===== config.mk =====
export PLATFORM = sky130hd
export DESIGN_NAME = rx_word_fifo
export DESIGN_NICKNAME = d
export VERILOG_FILES = /design/src/rtl/rxf_pkg.sv /design/src/rtl/rxf_store.sv /design/src/rtl/rxf_ctrl.sv /design/src/rtl/rxf_readmux.sv /design/src/rtl/rx_word_fifo.sv
export SDC_FILE = /design/constraint.sdc
export NUM_CORES = 1
export LEC_CHECK = 0
export CAP_MARGIN = 20
export CORE_MARGIN = 2
export CORE_UTILIZATION = 41
export CTS_CLUSTER_DIAMETER = 200
export DETAILED_ROUTE_END_ITERATION = 7
export PLACE_DENSITY = 0.69
export SYNTH_ARGS = -nofsm -noshare
export SYNTH_HDL_FRONTEND = slang
export SYNTH_HIERARCHICAL = 1
export SYNTH_SLANG_ARGS = --single-unit

===== constraint.sdc =====
create_clock -name clk -period 3.1 [get_ports clk]
set_clock_uncertainty 0.15 [all_clocks]
set_input_delay 0.465 -clock clk [delete_from_list [all_inputs] [get_ports clk]]
set_output_delay 0.465 -clock clk [all_outputs]
set_load 0.02 [all_outputs]

===== src/rtl/rxf_pkg.sv =====
// Package: shared default sizes for the receive word buffer.
// Assumes words carry a data byte in their low bits and status above it.
package rxf_pkg;
    localparam int RXF_WORD_W = 11;
    localparam int RXF_DATA_W = 8;
    localparam int RXF_DEPTH  = 3;
endpackage


===== src/rtl/rxf_store.sv =====
// Module: circular storage for the buffered words.
// Assumes push and pop are already qualified by the controller
// (no push into a full store unless a pop happens in the same cycle).
module rxf_store #(
    parameter int WORD_W = rxf_pkg::RXF_WORD_W,
    parameter int DEPTH  = rxf_pkg::RXF_DEPTH
) (
    input  logic              clk,
    input  logic              rst_n,
    input  logic              push,
    input  logic              pop,
    input  logic [WORD_W-1:0] wdata,
    output logic [WORD_W-1:0] head
);
    localparam int PTR_W = (DEPTH > 1) ? $clog2(DEPTH) : 1;
    localparam logic [PTR_W-1:0] LAST = PTR_W'(DEPTH - 1);

    logic [PTR_W-1:0]  wptr;
    logic [PTR_W-1:0]  rptr;
    logic [WORD_W-1:0] mem [DEPTH];

    // Advance the write pointer on each accepted word.
    always_ff @(posedge clk) begin
        if (!rst_n)
            wptr <= '0;
        else if (push)
            wptr <= (wptr == LAST) ? '0 : wptr + 1'b1;
    end

    // Advance the read pointer on each removal.
    always_ff @(posedge clk) begin
        if (!rst_n)
            rptr <= '0;
        else if (pop)
            rptr <= (rptr == LAST) ? '0 : rptr + 1'b1;
    end

    for (genvar i = 0; i < DEPTH; i++) begin : g_entry
        // Capture the incoming word into the slot the write pointer names.
        always_ff @(posedge clk) begin
            if (!rst_n)
                mem[i] <= '0;
            else if (push && (wptr == PTR_W'(i)))
                mem[i] <= wdata;
        end
    end

    // Present the oldest slot.
    always_comb head = mem[rptr];
endmodule


===== src/rtl/rxf_ctrl.sv =====
// Module: occupancy, flags and qualification of writes and removals.
// Assumes the strobes last one cycle per access.
module rxf_ctrl #(
    parameter int DEPTH = rxf_pkg::RXF_DEPTH,
    parameter int OCC_W = $clog2(DEPTH + 1)
) (
    input  logic             clk,
    input  logic             rst_n,
    input  logic             wr_en,
    input  logic             rd_data_stb,
    input  logic             err_sel,
    output logic             push,
    output logic             pop,
    output logic [OCC_W-1:0] occ,
    output logic             not_empty,
    output logic             overrun
);
    localparam logic [OCC_W-1:0] FULL = OCC_W'(DEPTH);

    // Decide which requested transfers are allowed this cycle.
    always_comb begin
        not_empty = (occ != '0);
        pop       = rd_data_stb && !err_sel && not_empty;
        push      = wr_en && ((occ != FULL) || pop);
    end

    // Track how many words are stored.
    always_ff @(posedge clk) begin
        if (!rst_n)
            occ <= '0;
        else if (push && !pop)
            occ <= occ + 1'b1;
        else if (pop && !push)
            occ <= occ - 1'b1;
    end

    // Latch a dropped write until reset.
    always_ff @(posedge clk) begin
        if (!rst_n)
            overrun <= 1'b0;
        else if (wr_en && !push)
            overrun <= 1'b1;
    end
endmodule


===== src/rtl/rxf_readmux.sv =====
// Module: read-side presentation: data bus selection and status holding register.
// Assumes head is only meaningful while not_empty is high.
module rxf_readmux #(
    parameter int WORD_W = rxf_pkg::RXF_WORD_W,
    parameter int DATA_W = rxf_pkg::RXF_DATA_W,
    parameter int STAT_W = WORD_W - DATA_W
) (
    input  logic              clk,
    input  logic              rst_n,
    input  logic [WORD_W-1:0] head,
    input  logic              not_empty,
    input  logic              err_sel,
    input  logic [DATA_W-1:0] err_code,
    input  logic              rd_stat_stb,
    output logic [DATA_W-1:0] rd_bus,
    output logic [STAT_W-1:0] stat_bus
);
    // Choose the error code or the head byte for the data bus.
    always_comb begin
        if (err_sel)
            rd_bus = err_code;
        else if (not_empty)
            rd_bus = head[DATA_W-1:0];
        else
            rd_bus = '0;
    end

    // Load the upper word bits when software reads the status register.
    always_ff @(posedge clk) begin
        if (!rst_n)
            stat_bus <= '0;
        else if (rd_stat_stb)
            stat_bus <= not_empty ? head[WORD_W-1:DATA_W] : '0;
    end
endmodule


===== src/rtl/rx_word_fifo.sv =====
// Module: top of the receive word buffer with split data/status readout.
// Assumes one write per cycle at most from the decoder and single-cycle read strobes.
module rx_word_fifo #(
    parameter int WORD_W = rxf_pkg::RXF_WORD_W,
    parameter int DATA_W = rxf_pkg::RXF_DATA_W,
    parameter int DEPTH  = rxf_pkg::RXF_DEPTH
) (
    input  logic                     clk,
    input  logic                     rst_n,
    input  logic                     wr_en,
    input  logic [WORD_W-1:0]        wr_word,
    input  logic                     rd_data_stb,
    input  logic                     rd_stat_stb,
    input  logic                     err_sel,
    input  logic [DATA_W-1:0]        err_code,
    output logic [DATA_W-1:0]        rd_bus,
    output logic [WORD_W-DATA_W-1:0] stat_bus,
    output logic                     data_avail,
    output logic                     overrun
);
    localparam int OCC_W = $clog2(DEPTH + 1);

    logic              push;
    logic              pop;
    logic              not_empty;
    logic [OCC_W-1:0]  occ;
    logic [WORD_W-1:0] head;

    rxf_ctrl #(.DEPTH(DEPTH), .OCC_W(OCC_W)) u_ctrl (
        .clk(clk), .rst_n(rst_n), .wr_en(wr_en), .rd_data_stb(rd_data_stb),
        .err_sel(err_sel), .push(push), .pop(pop), .occ(occ),
        .not_empty(not_empty), .overrun(overrun)
    );

    rxf_store #(.WORD_W(WORD_W), .DEPTH(DEPTH)) u_store (
        .clk(clk), .rst_n(rst_n), .push(push), .pop(pop),
        .wdata(wr_word), .head(head)
    );

    rxf_readmux #(.WORD_W(WORD_W), .DATA_W(DATA_W)) u_rmux (
        .clk(clk), .rst_n(rst_n), .head(head), .not_empty(not_empty),
        .err_sel(err_sel), .err_code(err_code), .rd_stat_stb(rd_stat_stb),
        .rd_bus(rd_bus), .stat_bus(stat_bus)
    );

    // Flag a waiting word to the processor.
    always_comb data_avail = not_empty;
endmodule


### After elaboration in Yosys (flattened, before gate mapping)

Memories as Yosys holds them, arrays and structs flattened. A register that Yosys moved wholly into a read port is not among the register bits.
Index checks and enable logic that the tools add are counted.

* word-level logic and storage cells: 55
* memory bits (writable): 33
* memories kept: 1
* output and inout bits: 13
* register bits: 10

Memory list
* u_store.mem: words 3, width 11, read ports 1, clocked after memory_dff 1, write ports 3, line rxf_store.sv:20 `logic [WORD_W-1:0] mem [DEPTH];`

* add/subtract/negate cells: 4
* eq/ne operators: 4
* bitwise gates (word level): 3
* mux-type cells: 22
* reductions and logical operators: 16

Operators by type and width (count)
* $mux W11: 3
* $mux W8: 2
* $mux W2: 6
* $mux W1: 10
* $logic_and A1 B1 Y1: 9
* $add A2 B1 Y2 const B: 3
* $eq A2 B2 Y1 const B: 2
* $reduce_bool A2 Y1: 2
* $logic_not A1 Y1: 3
* $mux W3: 1
* $or A1 B1 Y1: 3
* $eq A2 B1 Y1 const B: 1
* $logic_not A2 Y1: 1
* $ne A2 B2 Y1 const B: 1
* $sub A2 B1 Y2 const B: 1
* $logic_or A1 B1 Y1: 1

### Logic depth before layout (Yosys ltp)

Gate-level depths: netlist of the first run.

* word-level depth: 10
* gate-level depth with buffers: 6

### Cells and area by module

Netlist of the first run, hierarchy kept.

By module, submodules not included
* rxf_store: cells an instance 131, area each 1720.4 µm², sequential area each 1111.1 µm², times used 1
* rxf_readmux: cells an instance 26, area each 205.2 µm², sequential area each 60.1 µm², times used 1
* rxf_ctrl: cells an instance 18, area each 162.7 µm², sequential area each 60.1 µm², times used 1

### Worst setup path after synthesis of the first run

Ideal clock, no wire load.

* path type: input to register
* start: input err_sel
* end: memory u_store/mem[2][0] (netlist bit), enable pin
* required time: 2556 ps
* setup time: 394 ps
* slack: 624 ps
* data arrival time: 1932 ps
* buffers on the path: 0
* stages on the path: 4
* cells stage by stage: nand2b_1 > a31oi_1 > nand2_1 > o21ai_0

RTL lines
* start: declaration: line rx_word_fifo.sv:14 `input logic err_sel,`
* end: declaration: line rxf_store.sv:20

==> results of run 1 <==
[sequential cells by signal, summed over array words and instances (netlist names), named ones only]
signal           flops
u_ctrl/overrun       1
u_store/mem         33
u_store/rptr         2
u_store/wptr         2
u_ctrl/occ           2
u_rmux/stat_bus      3
[kinds of logic (layout without fill, tap and decap cells)]
family	count (synthesis)	in the layout
muxes	11	11
and+or+nand+nor	78	78
buffers and inverters	10	54
xor gates and xnor gates	2	2
DFF	45	45
adders and majority gates	1	1
AOI/OAI and AO/OA	28	28
[worst paths after layout]
check                           slack [ns]                               to                            start
worst max-delay path                  0.34                        rd_bus[3]                         register
worst min-delay path                  0.33  u_rmux/stat_bus[0]$_SDFFE_PN0P_  u_rmux/stat_bus[0]$_SDFFE_PN0P_
worst max register to register        1.27       u_ctrl/occ[1]$_SDFFE_PN0P_       u_ctrl/occ[0]$_SDFFE_PN0P_
worst min register to register        0.33  u_rmux/stat_bus[0]$_SDFFE_PN0P_  u_rmux/stat_bus[0]$_SDFFE_PN0P_
[cells in the mapped netlist (2+ instances only)]
master / n / area [um^2]
and2_1: 34 / 213
mux2i_1: 11 / 110
dfxtp_1: 12 / 240
nand2b_1: 5 / 31.3
nor2b_1: 3 / 18.8
a21boi_0: 2 / 15.0
and4b_1: 2 / 20.0
nand4_1: 3 / 18.8
o21ai_0: 15 / 75.1
inv_1: 2 / 7.51
nand2_1: 20 / 75.1
buf_6: 4 / 45.0
a22o_1: 6 / 52.6
clkbuf_1: 2 / 7.51
o21a_1: 2 / 15.0
nor3b_1: 2 / 15.0
nand3b_1: 5 / 37.5
edfxtp_1: 33 / 991
[layer usage]
layer  up-vias  GRT usage, %  part of all wire [%]
met5         -             0                     0
met3         2          3.17                   2.6
met1       646          20.6                    47
li1        707             -                     -
met2        16          24.8                    50
met4         0          5.46                  0.56
[metrics by stage]
step | cells | power [uW] | setup slack, ns | cell area (um^2) | util, %
after detailed placement | 278 | 998 | 0.492 | 2530 | 52.5
after global routing | 286 | 1380 | 0.231 | 2610 | 54.2
after global placement | 278 | 994 | 0.503 | 2530 | 52.5
after floorplan | 175 | 884 | 0.624 | 2090 | -
after CTS | 286 | 1330 | 0.320 | 2610 | 54.2
final | 286 | 1320 | 0.344 | 2610 | 54.2
[worst max-delay path, delay by kind of cell, from the launching register on]
family / cells / cell delay, ns
AOI/OAI and AO/OA: 2 / 0.34
buffers and inverters: 2 / 0.78
DFF: 1 / 0.54
muxes: 1 / 0.19
[layout make-up]
type / count / share of cell area (%)
clock buffer: 6 / 2.78
clock inverter: 2 / 0.383
inverter: 2 / 0.287
multi-input combinational: 120 / 30.0
sequential: 45 / 47.1
tap: 67 / 3.21
timing repair buffer: 44 / 16.2
[report_power, final]
| group | switching, uW | internal, uW | total [uW] |
|---|---|---|---|
| Clock | 178 | 156 | 334 |
| Sequential | 27.5 | 696 | 724 |
| Combinational | 126 | 131 | 257 |
==> impl_metrics.json, run 1 <==
{
  "slew_violations": 0,
  "tns_ns": 0,
  "max_stage_delay_ns": 0.54,
  "async_flop_share_pct": 0,
  "r2r_cells": 5,
  "path_clk_slew_ns": 0.08,
  "cts-resized-gates": 0,
  "grt_pass1_vias": 1325,
  "grt_usage_pct": 15.3,
  "drcViolationCount": 0,
  "post_cts_buffers": 0,
  "setup.worst_path.end_class": "primary output",
  "synth.yosys.warnings": 6,
  "vias": 1371,
  "avgSynthCellArea_um2": 11.9,
  "clock.fmax_mhz": 363,
  "synthXorXnorAreaFrac_pct": 0.839,
  "drt_first_pass_iters": 4,
  "hold_path_depth": 2,
  "rsz0062_at_grt": "no",
  "io_pins": 38,
  "fin_nets": 244,
  "cts_made_buffers": 5,
  "drive_gt1_share_pct": 7.31,
  "finalSetupViolCount": 0,
  "grt_pass1_wl_um": 6350,
  "grt_remaining_overflow": 0,
  "cts.sinks": 45,
  "die_area_mm2": 0.00568,
  "dieHeight_um": 75.4,
  "synth_edf_count": 33,
  "final_cell_mix": "clkdlybuf4s50_1, and2_1, edfxtp_1",
  "finalHoldViolCount": 0,
  "place_congestion": 0.734,
  "vias_per_cell": 4.79,
  "synth.distinct_cells": 30,
  "synth-compound-area-share_pct": 8.63,
  "wirelength_um": 3930,
  "timing.hold.ws_ns": 0.328,
  "hp-class": "register to register",
  "cts.path.max_buffers": 2,
  "synth.area.mux_share_pct": 5.27,
  "synth_simple_gate_area_share_pct": 22.2,
  "cap_violations": 0,
  "clk_latency_ns": 0.29,
  "io_buffers": 37,
  "hold_buffers": 0,
  "nFillCells": 459,
  "wire_per_inst_um": 13.7,
  "fin_crit_sh_pct": 88.9,
  "synthAdderAreaFrac_pct": 0.599,
  "ir_drop_v": 0.000274,
  "startpoint_type": "register",
  "path_max_fanout": 6,
  "cts_root_buf": "clkbuf_8",
  "status": "complete, no violations",
  "final_common_cell": "clkdlybuf4s50_1",
  "synthFlopType": "edfxtp_1",
  "crit_chain": "buf_4 -> mux2i_1 -> o21ai_0 -> a22o_1 -> clkdlybuf4s50_1",
  "ant_nets": 0,
  "worstPathArrival_ns": 2.14,
  "synth_cells": 175,
  "multiInputGateArea_um2": 785,
  "die-width_um": 75.4,
  "antenna_found_initial": 0,
  "initial_core_util_pct": 43.4,
  "coreArea_mm2": 0.00482,
  "dp_hpwl_um": 2690,
  "seq_area_mm2": 0.00123,
  "cellPowerDensity_mw_per_mm2": 504,
  "worst_ep_required_time_ns": 2.48,
  "max_slew_margin_pct": 62.2,
  "drtIter0Drc": 54,
  "num_rows": 25,
  "post-route-min-period_ns": 2.76,
  "cellLeakagePower_uw": 0.000963,
  "h-tree-depth": 2,
  "grt_max_degree": 20,
  "cts_tree": "yes",
  "syn_area_mm2": 0.00209,
  "ys_seq_area_share_pct": 59.0,
  "crit_slowest_cell": "dfxtp_1",
  "tightest_slew_ns": 0.566,
  "syn_nets": 201,
  "synth-seq-cells": 45,
  "synth_top_family_by_area": "simple AND/OR/NAND/NOR gates",
  "crit_type": "register to primary output",
  "antenna_cells": 0,
  "area_growth_pct": 25.1
}
Power figures use the tool's default switching activity.
==> run 2: changes to the inputs <==
--- a/config.mk
+++ b/config.mk
@@ -7,11 +7,10 @@
 export LEC_CHECK = 0
 export CAP_MARGIN = 20
 export CORE_MARGIN = 2
-export CORE_UTILIZATION = 41
+export CORE_UTILIZATION = 27
 export CTS_CLUSTER_DIAMETER = 200
 export DETAILED_ROUTE_END_ITERATION = 7
-export PLACE_DENSITY = 0.69
+export PLACE_DENSITY = 0.51
 export SYNTH_ARGS = -nofsm -noshare
 export SYNTH_HDL_FRONTEND = slang
-export SYNTH_HIERARCHICAL = 1
 export SYNTH_SLANG_ARGS = --single-unit
==> run 2 against run 1 <==
  * Core utilization down 19 points
  * Cell count up 12%
  * Non-clock buffer count up 5
  * Sequential cell count unchanged
  * Largest power group unchanged
  * Cell area up 4.9%
  * Setup slack about the same
  * Largest cell class unchanged
  * Fmax about the same
==> impl_metrics.json, run 2 <==
{
  "status": "complete, no violations",
  "worstPathArrival_ns": 2.14,
  "yosysTopAreaCellShare_pct": 46.6,
  "worst_ep_required_time_ns": 2.48,
  "cellLeakagePower_uw": 0.000986,
  "clk_latency_ns": 0.30,
  "synth-seq-cells": 45,
  "slew_violations": 0,
  "hold_path_depth": 1,
  "clock.fmax_mhz": 363,
  "startpoint_type": "register",
  "synthFlopType": "edfxtp_1",
  "area_growth_pct": 29.0,
  "ys_seq_area_share_pct": 58.0,
  "timing.hold.ws_ns": 0.337,
  "ir_drop_v": 0.000182,
  "dieHeight_um": 92.7,
  "grt_usage_pct": 11.3,
  "grt_pass1_wl_um": 7190,
  "synth_edf_count": 33,
  "post-route-min-period_ns": 2.76,
  "hp-class": "register to register",
  "critPathBufInv": 2,
  "drcViolationCount": 0,
  "crit_type": "register to primary output",
  "grt_max_degree": 19,
  "rsz0062_at_grt": "no",
  "wire_per_inst_um": 14.4,
  "dp_hpwl_um": 3120,
  "finalHoldViolCount": 0,
  "post-route-cell-area_mm2": 0.00274,
  "ant_nets": 0,
  "finalSetupViolCount": 0,
  "avgSynthCellArea_um2": 12.5,
  "synth_cells": 170,
  "crit_slowest_cell": "clkdlybuf4s50_1",
  "place_congestion": 0.707,
  "drive_gt1_share_pct": 15.6,
  "max_slew_margin_pct": 61.7,
  "tns_ns": 0,
  "tightest_slew_ns": 0.574,
  "num_rows": 32,
  "fin_nets": 243,
  "r2r_cells": 7,
  "cts_made_buffers": 5,
  "final_cell_mix": "clkdlybuf4s50_1, and2_1, edfxtp_1",
  "cellPowerDensity_mw_per_mm2": 504,
  "setup.worst_path.end_class": "primary output",
  "final_common_cell": "clkdlybuf4s50_1",
  "grt_remaining_overflow": 0,
  "die-width_um": 92.7,
  "drt_first_pass_iters": 4,
  "io_pins": 38,
  "synth_area_leaders": "edfxtp_1, dfxtp_1, and2_1, mux2i_1, mux2_2",
  "coreArea_mm2": 0.00769,
  "synth.yosys.warnings": 0,
  "hold_path_end": "u_rmux.stat_bus[1]$_SDFFE_PN0P_",
  "largest_reg_flops": 33,
  "synth_top_cells_by_count": "and2_1, edfxtp_1, nand2_1, dfxtp_1, mux2i_1",
  "async_flop_share_pct": 0,
  "path_max_fanout": 7,
  "drtIter0Drc": 67,
  "antenna_cells": 0,
  "largestRegisters": "u_store.mem x33, u_rmux.stat_bus x3",
  "regMostFlops": "u_store.mem",
  "cts_root_buf": "clkbuf_8",
  "crit_chain": "buf_4 -> mux2_2 -> mux2i_1 -> o31ai_1 -> clkdlybuf4s50_1",
  "r2r-end": "u_ctrl.occ[1]$_SDFFE_PN0P_",
  "syn_area_mm2": 0.00212,
  "wirelength_um": 4610,
  "h-tree-depth": 2,
  "crit_family": "buffers and inverters",
  "synth_top_area_cell": "edfxtp_1",
  "initial_core_util_pct": 27.6,
  "ff2ff_setup_slack_ns": 1.19,
  "hp-start": "u_rmux.stat_bus[1]$_SDFFE_PN0P_",
  "syn_nets": 196,
  "cts_tree": "yes",
  "postPlaceCellArea_mm2": 0.00266,
  "fin_crit_sh_pct": 88.9,
  "die_area_mm2": 0.00859,
  "cap_violations": 0,
  "max_stage_delay_ns": 0.54,
  "path_clk_slew_ns": 0.09,
  "vias": 1402,
  "synth.distinct_cells": 33,
  "io_buffers": 37,
  "vias_per_cell": 4.38,
  "cts.path.max_buffers": 2,
  "hold_buffers": 0,
  "antenna_found_initial": 0,
  "post_cts_buffers": 0,
  "cts-resized-gates": 0,
  "grt_pass1_vias": 1351,
  "regToRegStartpoint": "u_ctrl.occ[0]$_SDFFE_PN0P_",
  "cts.sinks": 45
}
-- run 2: per-layer routing --
layer	vias to the layer above	GRT usage, %	wire, um
met5	-	0	0
met4	0	4.41	76
met3	6	2.20	127
met2	23	18.4	2310
li1	707	-	-
met1	666	14.8	2100
-- run 2: kinds of logic after synthesis --
group | count (synthesis) | share of synthesized area [%]
AO/OA/AOI/OAI | 30 | 11.5
multiplexers | 19 | 9.42
AND/OR/NAND/NOR | 60 | 16.3
buffers and inverters | 13 | 3.42
adder cells (fa/ha/maj) | 1 | 0.589
flip-flops | 45 | 58.0
XOR/XNOR | 2 | 0.825
-- run 2: metrics by stage --
stage                     util [%]  std cells  total power, uW  setup WS [ns]
after floorplan                  -        170              903          0.673
after global routing          35.7        320             1450          0.214
after CTS                     35.7        320             1400          0.292
after detailed placement      34.5        312             1040          0.458
final                         35.7        320             1380          0.345
after global placement        34.5        312             1040          0.480
-- run 2: cell type report --
| class | count | area [um^2] |
|---|---|---|
| fillers | 780 | 4950 |
| flip-flops and latches | 45 | 1230 |
| multi-input cells | 112 | 821 |
| repair buffers | 49 | 460 |
| well taps | 102 | 128 |
| clock buffers | 5 | 68.8 |
| clock inverters | 3 | 17.5 |
| inverters | 4 | 15.0 |
-- run 2: how the worst max path moves through the flow --
stage                      from                         endpoint  slack [ns]  depth (start not counted)
global placement    rd_data_stb  u_store.mem[2][5]$_SDFFCE_PN0P_        0.48                          6
finish                 register                        rd_bus[0]        0.34                          5
global route           register                        rd_bus[0]        0.21                          5
floorplan               err_sel  u_store.mem[0][0]$_SDFFCE_PN0P_        0.67                          4
detailed placement  rd_data_stb  u_store.mem[2][5]$_SDFFCE_PN0P_        0.46                          6
CTS                    register                        rd_bus[0]        0.29                          5
-- run 2: power by group --
part	leakage [uW]	internal (uW)	switching [uW]
clock network	0.0000455	156	204
registers	0.000446	699	25.4
logic	0.000495	142	155
